--- src/rtl/lane_ovr_pkg.sv ---
// Shared constants and types for the lane override sequencer.
// Assumes 16-bit register addresses and data on the access port.
package lane_ovr_pkg;
    localparam int ADDR_W     = 16;
    localparam int DATA_W     = 16;
    localparam int LANE_SHIFT = 8;

    localparam logic [ADDR_W-1:0] OFS_TX_STS = 16'h2001;
    localparam logic [ADDR_W-1:0] OFS_RX_STS = 16'h2002;
    localparam logic [ADDR_W-1:0] OFS_TX_OVR = 16'h2004;
    localparam logic [ADDR_W-1:0] OFS_RX_OVR = 16'h2005;

    localparam int HALF_BIT   = 0;
    localparam int RX_OVR_BIT = 14;
    localparam int TX_OVR_BIT = 15;
    localparam int RST_BIT    = 11;
    localparam int MODE_LSB   = 8;
    localparam int MODE_W     = 3;
    localparam int ATT_LSB    = 10;
    localparam int ATT_W      = 3;
    localparam logic [MODE_W-1:0] RX_MODE = 3'd3;

    typedef enum logic [4:0] {
        S_IDLE, S_POLL, S_RXRD, S_RXW0, S_RXW1, S_RXW2, S_RXW3, S_RXW4,
        S_SETTLE, S_TXRD, S_TXW0, S_TXW1, S_TXW2, S_DISRD, S_DISWR, S_DONE
    } seq_state_t;

    typedef enum logic [2:0] {
        E_CLR_RXOV, E_SET_RXOV, E_MODE, E_SET_RST,
        E_CLR_RST, E_CLR_TXOV, E_SET_TXOV, E_ATTEN
    } edit_op_t;
endpackage

--- src/rtl/lane_ovr_edit.sv ---
// Word editor: applies one read-modify-write step to the working word.
// Purely combinational; the caller holds the working word.
module lane_ovr_edit
    import lane_ovr_pkg::*;
(
    input  edit_op_t          op,
    input  logic [DATA_W-1:0] cur,
    input  logic [ATT_W-1:0]  att,
    output logic [DATA_W-1:0] nxt
);
    // Build the next word from the current one for the selected step.
    always_comb begin
        nxt = cur;
        case (op)
            E_CLR_RXOV: nxt[RX_OVR_BIT] = 1'b0;
            E_SET_RXOV: nxt[RX_OVR_BIT] = 1'b1;
            E_MODE:     nxt[MODE_LSB +: MODE_W] = RX_MODE;
            E_SET_RST:  nxt[RST_BIT] = 1'b1;
            E_CLR_RST:  nxt[RST_BIT] = 1'b0;
            E_CLR_TXOV: nxt[TX_OVR_BIT] = 1'b0;
            E_SET_TXOV: nxt[TX_OVR_BIT] = 1'b1;
            E_ATTEN:    nxt[ATT_LSB +: ATT_W] = cur[ATT_LSB +: ATT_W] | att;
            default:    nxt = cur;
        endcase
    end
endmodule

--- src/rtl/lane_ovr_cnt.sv ---
// Loadable down-counter that stops at zero. It is used for the poll
// budget and the settling wait. Assumes MAXV >= 1.
module lane_ovr_cnt #(
    parameter int unsigned MAXV = 1000,
    localparam int CW = $clog2(MAXV + 1)
) (
    input  logic          clk,
    input  logic          rst_n,
    input  logic          load,
    input  logic          dec,
    output logic [CW-1:0] cnt,
    output logic          zero
);
    // Load the limit, or step down toward zero.
    always_ff @(posedge clk) begin
        if (!rst_n)            cnt <= '0;
        else if (load)         cnt <= CW'(MAXV);
        else if (dec && !zero) cnt <= cnt - 1'b1;
    end

    // Flag the exhausted count.
    always_comb zero = (cnt == '0);
endmodule

--- src/rtl/lane_ovr_seq.sv ---
// Lane PHY override sequencer. It runs a fixed register script through a
// request/acknowledge port: one access outstanding, held until req_ack.
// lane, atten and phy_present are sampled only when a start is accepted.
module lane_ovr_seq
    import lane_ovr_pkg::*;
#(
    parameter int          LANE_W     = 2,
    parameter int          ATTEN_W    = 4,
    parameter int unsigned POLL_MAX   = 1000,
    parameter int unsigned SETTLE_CYC = 1500000
) (
    input  logic              clk,
    input  logic              rst_n,
    input  logic              start_override,
    input  logic              start_disable,
    input  logic              phy_present,
    input  logic [LANE_W-1:0] lane,
    input  logic [ATTEN_W-1:0] atten,
    output logic              busy,
    output logic              done,
    output logic              req_valid,
    output logic              req_write,
    output logic [ADDR_W-1:0] req_addr,
    output logic [DATA_W-1:0] req_wdata,
    input  logic              req_ack,
    input  logic [DATA_W-1:0] rsp_rdata
);
    localparam int SKIP_BIT = ATTEN_W - 1;
    localparam int PCW      = $clog2(POLL_MAX + 1);
    localparam int SCW      = $clog2(SETTLE_CYC + 1);

    seq_state_t         state;
    logic [LANE_W-1:0]  lane_q;
    logic [ATTEN_W-1:0] atten_q;
    logic [DATA_W-1:0]  work_q;
    logic [ADDR_W-1:0]  ofs;
    edit_op_t           op;
    logic [PCW-1:0]     poll_cnt;
    logic [SCW-1:0]     settle_cnt;
    logic               poll_zero, settle_zero;
    logic               poll_load, poll_dec, settle_load, settle_dec;
    logic               accept;

    // Poll budget and settling timer.
    lane_ovr_cnt #(.MAXV(POLL_MAX)) u_poll (
        .clk(clk), .rst_n(rst_n), .load(poll_load), .dec(poll_dec),
        .cnt(poll_cnt), .zero(poll_zero)
    );
    lane_ovr_cnt #(.MAXV(SETTLE_CYC)) u_settle (
        .clk(clk), .rst_n(rst_n), .load(settle_load), .dec(settle_dec),
        .cnt(settle_cnt), .zero(settle_zero)
    );

    // Step editor for the write data.
    lane_ovr_edit u_edit (
        .op(op), .cur(work_q), .att(atten_q[ATT_W-1:0]), .nxt(req_wdata)
    );

    // Counter controls.
    always_comb begin
        poll_load   = (state == S_IDLE) && start_override;
        poll_dec    = (state == S_POLL) && req_ack && rsp_rdata[HALF_BIT];
        settle_load = (state == S_RXW4) && req_ack;
        settle_dec  = (state == S_SETTLE);
        accept      = (state == S_IDLE) && (start_override || start_disable);
    end

    // Decode the access kind, target register and edit step from the state.
    always_comb begin
        req_valid = 1'b1;
        req_write = 1'b1;
        ofs       = OFS_RX_OVR;
        op        = E_CLR_RXOV;
        case (state)
            S_POLL, S_RXRD, S_DISRD: begin req_write = 1'b0; ofs = OFS_RX_STS; end
            S_TXRD:  begin req_write = 1'b0; ofs = OFS_TX_STS; end
            S_RXW0, S_DISWR: op = E_CLR_RXOV;
            S_RXW1:  op = E_SET_RXOV;
            S_RXW2:  op = E_MODE;
            S_RXW3:  op = E_SET_RST;
            S_RXW4:  op = E_CLR_RST;
            S_TXW0:  begin ofs = OFS_TX_OVR; op = E_CLR_TXOV; end
            S_TXW1:  begin ofs = OFS_TX_OVR; op = E_SET_TXOV; end
            S_TXW2:  begin ofs = OFS_TX_OVR; op = E_ATTEN; end
            default: begin req_valid = 1'b0; req_write = 1'b0; end
        endcase
        req_addr = ofs + (ADDR_W'(lane_q) << LANE_SHIFT);
    end

    // Status outputs.
    always_comb begin
        done = (state == S_DONE);
        busy = (state != S_IDLE) && (state != S_DONE);
    end

    // Sequencer: advance on acknowledge, keep the working word up to date.
    always_ff @(posedge clk) begin
        if (!rst_n) begin
            state   <= S_IDLE;
            lane_q  <= '0;
            atten_q <= '0;
            work_q  <= '0;
        end else begin
            if (accept) begin
                lane_q  <= lane;
                atten_q <= atten;
            end
            if (req_ack && req_valid)
                work_q <= req_write ? req_wdata : rsp_rdata;
            case (state)
                S_IDLE: begin
                    if (start_override)     state <= phy_present ? S_POLL  : S_DONE;
                    else if (start_disable) state <= phy_present ? S_DISRD : S_DONE;
                end
                S_POLL:   if (req_ack && !(rsp_rdata[HALF_BIT] && !poll_zero)) state <= S_RXRD;
                S_RXRD:   if (req_ack) state <= S_RXW0;
                S_RXW0:   if (req_ack) state <= S_RXW1;
                S_RXW1:   if (req_ack) state <= S_RXW2;
                S_RXW2:   if (req_ack) state <= S_RXW3;
                S_RXW3:   if (req_ack) state <= S_RXW4;
                S_RXW4:   if (req_ack) state <= S_SETTLE;
                S_SETTLE: if (settle_zero) state <= atten_q[SKIP_BIT] ? S_DONE : S_TXRD;
                S_TXRD:   if (req_ack) state <= S_TXW0;
                S_TXW0:   if (req_ack) state <= S_TXW1;
                S_TXW1:   if (req_ack) state <= S_TXW2;
                S_TXW2:   if (req_ack) state <= S_DONE;
                S_DISRD:  if (req_ack) state <= S_DISWR;
                S_DISWR:  if (req_ack) state <= S_DONE;
                default:  state <= S_IDLE;
            endcase
        end
    end

    // a pending request stays put until it is acknowledged.
    a_r10_req_hold: assert property (@(posedge clk) disable iff (!rst_n)
        req_valid && !req_ack |=> req_valid && $stable(req_addr)
                                  && $stable(req_write) && $stable(req_wdata));
    // completion is a single-cycle pulse.
    a_r10_done_once: assert property (@(posedge clk) disable iff (!rst_n)
        done |=> !done);
    // the lane field of back-to-back requests within a run never moves.
    a_r11_lane_held: assert property (@(posedge clk) disable iff (!rst_n)
        req_valid && $past(req_valid) && $past(busy)
        |-> req_addr[LANE_SHIFT +: LANE_W] == $past(req_addr[LANE_SHIFT +: LANE_W]));
    // the mode write carries the forced DPLL mode.
    a_r4_mode_write: assert property (@(posedge clk) disable iff (!rst_n)
        req_valid && state == S_RXW2 |-> req_write && req_wdata[MODE_LSB +: MODE_W] == RX_MODE);
    // the attenuation write keeps the transmit override set.
    a_r6_atten_write: assert property (@(posedge clk) disable iff (!rst_n)
        req_valid && state == S_TXW2 |-> req_wdata[TX_OVR_BIT]);
    // the transmit phase is never entered with the skip bit set.
    a_r7_skip: assert property (@(posedge clk) disable iff (!rst_n)
        state == S_TXRD |-> !atten_q[SKIP_BIT]);
    // the poll budget counter never exceeds its limit.
    a_r3_poll_bound: assert property (@(posedge clk) disable iff (!rst_n)
        poll_cnt <= PCW'(POLL_MAX));
endmodule

--- config.mk ---
export PLATFORM = sky130hd
export DESIGN_NAME = lane_ovr_seq
export DESIGN_NICKNAME = d
export VERILOG_FILES = /design/src/rtl/lane_ovr_pkg.sv /design/src/rtl/lane_ovr_edit.sv /design/src/rtl/lane_ovr_cnt.sv /design/src/rtl/lane_ovr_seq.sv
export SDC_FILE = /design/constraint.sdc
export NUM_CORES = 1
export LEC_CHECK = 0
export BUFFER_PORTS_ARGS = -buffer_cell sky130_fd_sc_hd__buf_2
export CAP_MARGIN = 25
export CORE_ASPECT_RATIO = 0.9
export CORE_MARGIN = 8
export CORE_UTILIZATION = 55
export DETAILED_ROUTE_END_ITERATION = 8
export GPL_TIMING_DRIVEN = 0
export PLACE_DENSITY = 0.84
export SLEW_MARGIN = 20
export SYNTH_ARGS = -nofsm -noshare
export SYNTH_HDL_FRONTEND = slang
export SYNTH_SLANG_ARGS = --single-unit
--- constraint.sdc ---
create_clock -name clk -period 2.6 [get_ports clk]
set_input_delay 0.26 -clock clk [delete_from_list [all_inputs] [get_ports clk]]
set_output_delay 0.26 -clock clk [all_outputs]
set_load 0.05 [all_outputs]
==> out/qor.yml <==
worst_hold_path:
  hp-class: "in2reg"
  hold_end: "work_q[6]"
  holdPathStages: 3
  min_from: "rsp_rdata[6]"
sta:
  fin_crit_ns: 2.45
  layout_setup_ws_ns: 0.154
  rsz0062_at_grt: "false"
  fin_worst_skew_ns: 0.00742
  maxSlewViolCount: 0
  hold_ws_ns: 0.151
  setup-violations-final: 0
  fin_crit_sh: 0.941
  slew_headroom: 0.561
  fmax_ghz: 0.409
  final-hold-violation-count: 0
  worstMarginPinSlew_ns: 0.659
  setup_tns_ns: 0
power:
  seqPwrFrac: 0.233
  ir_worst_vdd_mv: 1.13
  p_per_area_nw_per_um2: 1530
  power_frac_comb: 0.605
  p_int_uw: 2940
  swShare: 0.497
  p_leak_uw: 0.00161
  p_clk_frac: 0.162
  switchingPower_uw: 2910
floorplanning:
  ioPinCount: 64
  die_y_um: 88.6
  die_w_um: 96.6
  core_area_um2: 5660
  rows: 26
  initial_utilization: 0.569
  die_area_um2: 8560
worst_setup_path:
  crit_type: "reg2out"
  critPathSlowestCell: "clkbuf_1"
  cp.arrival_ns: 2.19
  critical_path.top_delay_family: "buffers and inverters"
  cp_common_cell: "clkbuf_1"
  start_kind: "flop"
  slowest_delay_ns: 0.39
  reg2reg_slack_ns: 0.31
  cp_max_fo: 10
  crit_chain: "clkbuf_1 -> clkbuf_1 -> clkbuf_2 -> nand2_1 -> a21oi_1 -> buf_2"
  cp.required_ns: 2.34
  rr_startpoint: "state[0]"
  ff2ff_path_depth: 8
  critPathCaptureType: "output pin"
  path_buf_inv: 4
  rr_endpoint: "work_q[12]"
synth:
  synth_cell_types: 61
  ys.flop_type: "dfxtp_1"
  synth_cells: 391
  synth_area_per_cell_um2: 8.23
  yosys.area.top_type: "dfxtp_1"
  synth_top_area_share: 0.354
  synth_warnings: 0
  yosysSeqAreaShare: 0.354
  synth_edf_count: 0
  synth_area_um2: 3220
  ys_ff_latch: 57
  synthTopCellsByArea: "dfxtp_1, a21boi_0, buf_4"
  async_reset_ff_frac: 0
routing:
  vias: 3036
  drt-pass1-iter-count: 5
  drc: 0
  drt_iter0_markers: 147
  routed_wl_mm: 7.81
  ant_nets: 0
  post_drt_wl_per_cell_um: 14.6
  vias_per_cell: 5.69
clock_network:
  cts_tree: "done"
  htreeDepth: 3
  cts.clk_slew.worst_paths_ns: 0.07
  cts-hold-fix-buffers: 0
  cts.sinks: 57
  cts_made_buffers: 9
  clk_latency_ns: 0.35
  clock_path_buffers: 2
  cts_setup_buffers: 0
  cts-root-buf: "clkbuf_8"
cells_and_area:
  syn2layout_area_growth_pct: 18.8
  drive_gt1_frac: 0.224
  fin_nets: 490
  antenna_cells: 0
grt:
  grt_max_degree: 20
  grt_pass1_vias: 2876
  grt_overflow: 0
  grt_pass1_wl_mm: 13.1
  track_usage: 0.185
  antenna_found_initial: 0
placement:
  io_buffers: 50
  routabilityCongestion: 0.899
  dp_slack_ns: 0.153
  dp_hpwl_mm: 5.65
status:
  status: "finished clean"
job:
  timing.max_cap.violations: 0
==> cells by family (layout without fill, tap and decap cells) <==
logic type,count (synthesis),count (layout),synth area share
and+or+nand+nor,162,162,0.264
muxes,9,9,0.0280
xor gates and xnor gates,24,24,0.0653
buffers and inverters,52,116,0.0878
AOI/OAI and AO/OA,81,81,0.184
other,2,11,0.00233
DFF,57,57,0.354
adders and majority gates,4,4,0.0148
==> stage by stage <==
stage | instances | utilization | cell area (um2) | power, uW
after global routing | 534 | 0.676 | 3830 | 5990
after global placement | 520 | 0.636 | 3600 | 4790
after detailed placement | 520 | 0.636 | 3600 | 4870
after floorplan | 400 | - | 3260 | 4190
after CTS | 535 | 0.675 | 3820 | 5830
final | 534 | 0.676 | 3830 | 5850
==> cell usage after synthesis, types with 12 or more instances <==
cell       n
nand3_1   12
a21oi_1   12
a21boi_0  24
nand2_1   38
dfxtp_1   57
clkbuf_1  15
nor2b_1   13
nor2_1    36
buf_4     20
xnor2_1   15
nor3_1    18
==> worst reg2reg max path, stage by stage, from the launching register on <==
cell and delay [ns]:
dfxtp_1 0.32, buf_2 0.22, nand4_1 0.28, inv_1 0.15, nor3_1 0.45, nand2b_1 0.19
buf_2 0.22, o21ai_0 0.26, nor2_1 0.08
==> state kept, by name (all words and copies together), names as in the netlist <==
register / cells
atten_q: 4
lane_q: 2
state: 4
u_poll.cnt: 10
work_q: 16
u_settle.cnt: 21
==> how the worst max path moves through the flow <==
| stage | cells past startpoint | start | endpoint | slack, ns |
|---|---|---|---|---|
| floorplan | 6 | state[2] | work_q[11] | 0.14 |
| global placement | 6 | state[1] | u_settle.cnt[0] | 0.26 |
| detailed placement | 6 | state[1] | u_settle.cnt[0] | 0.15 |
| CTS | 6 | state[2] | req_addr[2] | 0.03 |
| global route | 6 | state[2] | req_wdata[10] | 0.02 |
| finish | 6 | state[2] | req_addr[2] | 0.15 |
==> per-layer routing <==
layer / vias to the layer above / GRT usage / wire length [um]
met5: - / 0 / 0
met4: 0 / 0.0683 / 112
met3: 16 / 0.0625 / 563
met2: 94 / 0.312 / 3740
met1: 1423 / 0.214 / 3390
li1: 1503 / - / -
==> cells in the final DEF (no fill, tap or decap), types with 10 or more instances in the layout <==
cell type  synthesis  final
conb_1             2     11
nand3_1           12     12
clkbuf_8           0     10
nor2_1            36     36
nand2_1           38     38
a21boi_0          24     24
nor4_1            10     10
a21oi_1           12     12
buf_2              4     54
buf_4             20     20
dfxtp_1           57     57
inv_1             10     10
nor2b_1           13     13
clkbuf_1          15     12
nor3_1            18     17
nand4_1           10     10
xnor2_1           15     15
==> repair_timing <==
item | in CTS | in global routing
endpoints found under the setup margin | 1 | 17
gates resized for setup | 0 | 5
pin swaps | 0 | 1
gates cloned | 0 | 0
==> power groups by stage <==
stage / sequential (uW) / clock (uW) / combinational [uW]
final: 1360 / 949 / 3540
after global placement: 1360 / 0 / 3430
after detailed placement: 1370 / 0 / 3500
after CTS: 1360 / 969 / 3510
after global routing: 1360 / 1010 / 3620
after floorplan: 1360 / 0 / 2840
==> layout make-up <==
cell class / count / area (um2)
multi-input cells: 291 / 1840
fillers: 487 / 1830
flip-flops and latches: 57 / 1140
repair buffers: 50 / 250
plain buffers: 40 / 240
clock buffers: 10 / 138
clock inverters: 6 / 90.1
well taps: 70 / 87.6
inverters: 10 / 37.5
No activity file was read; power rests on OpenSTA's default activity.
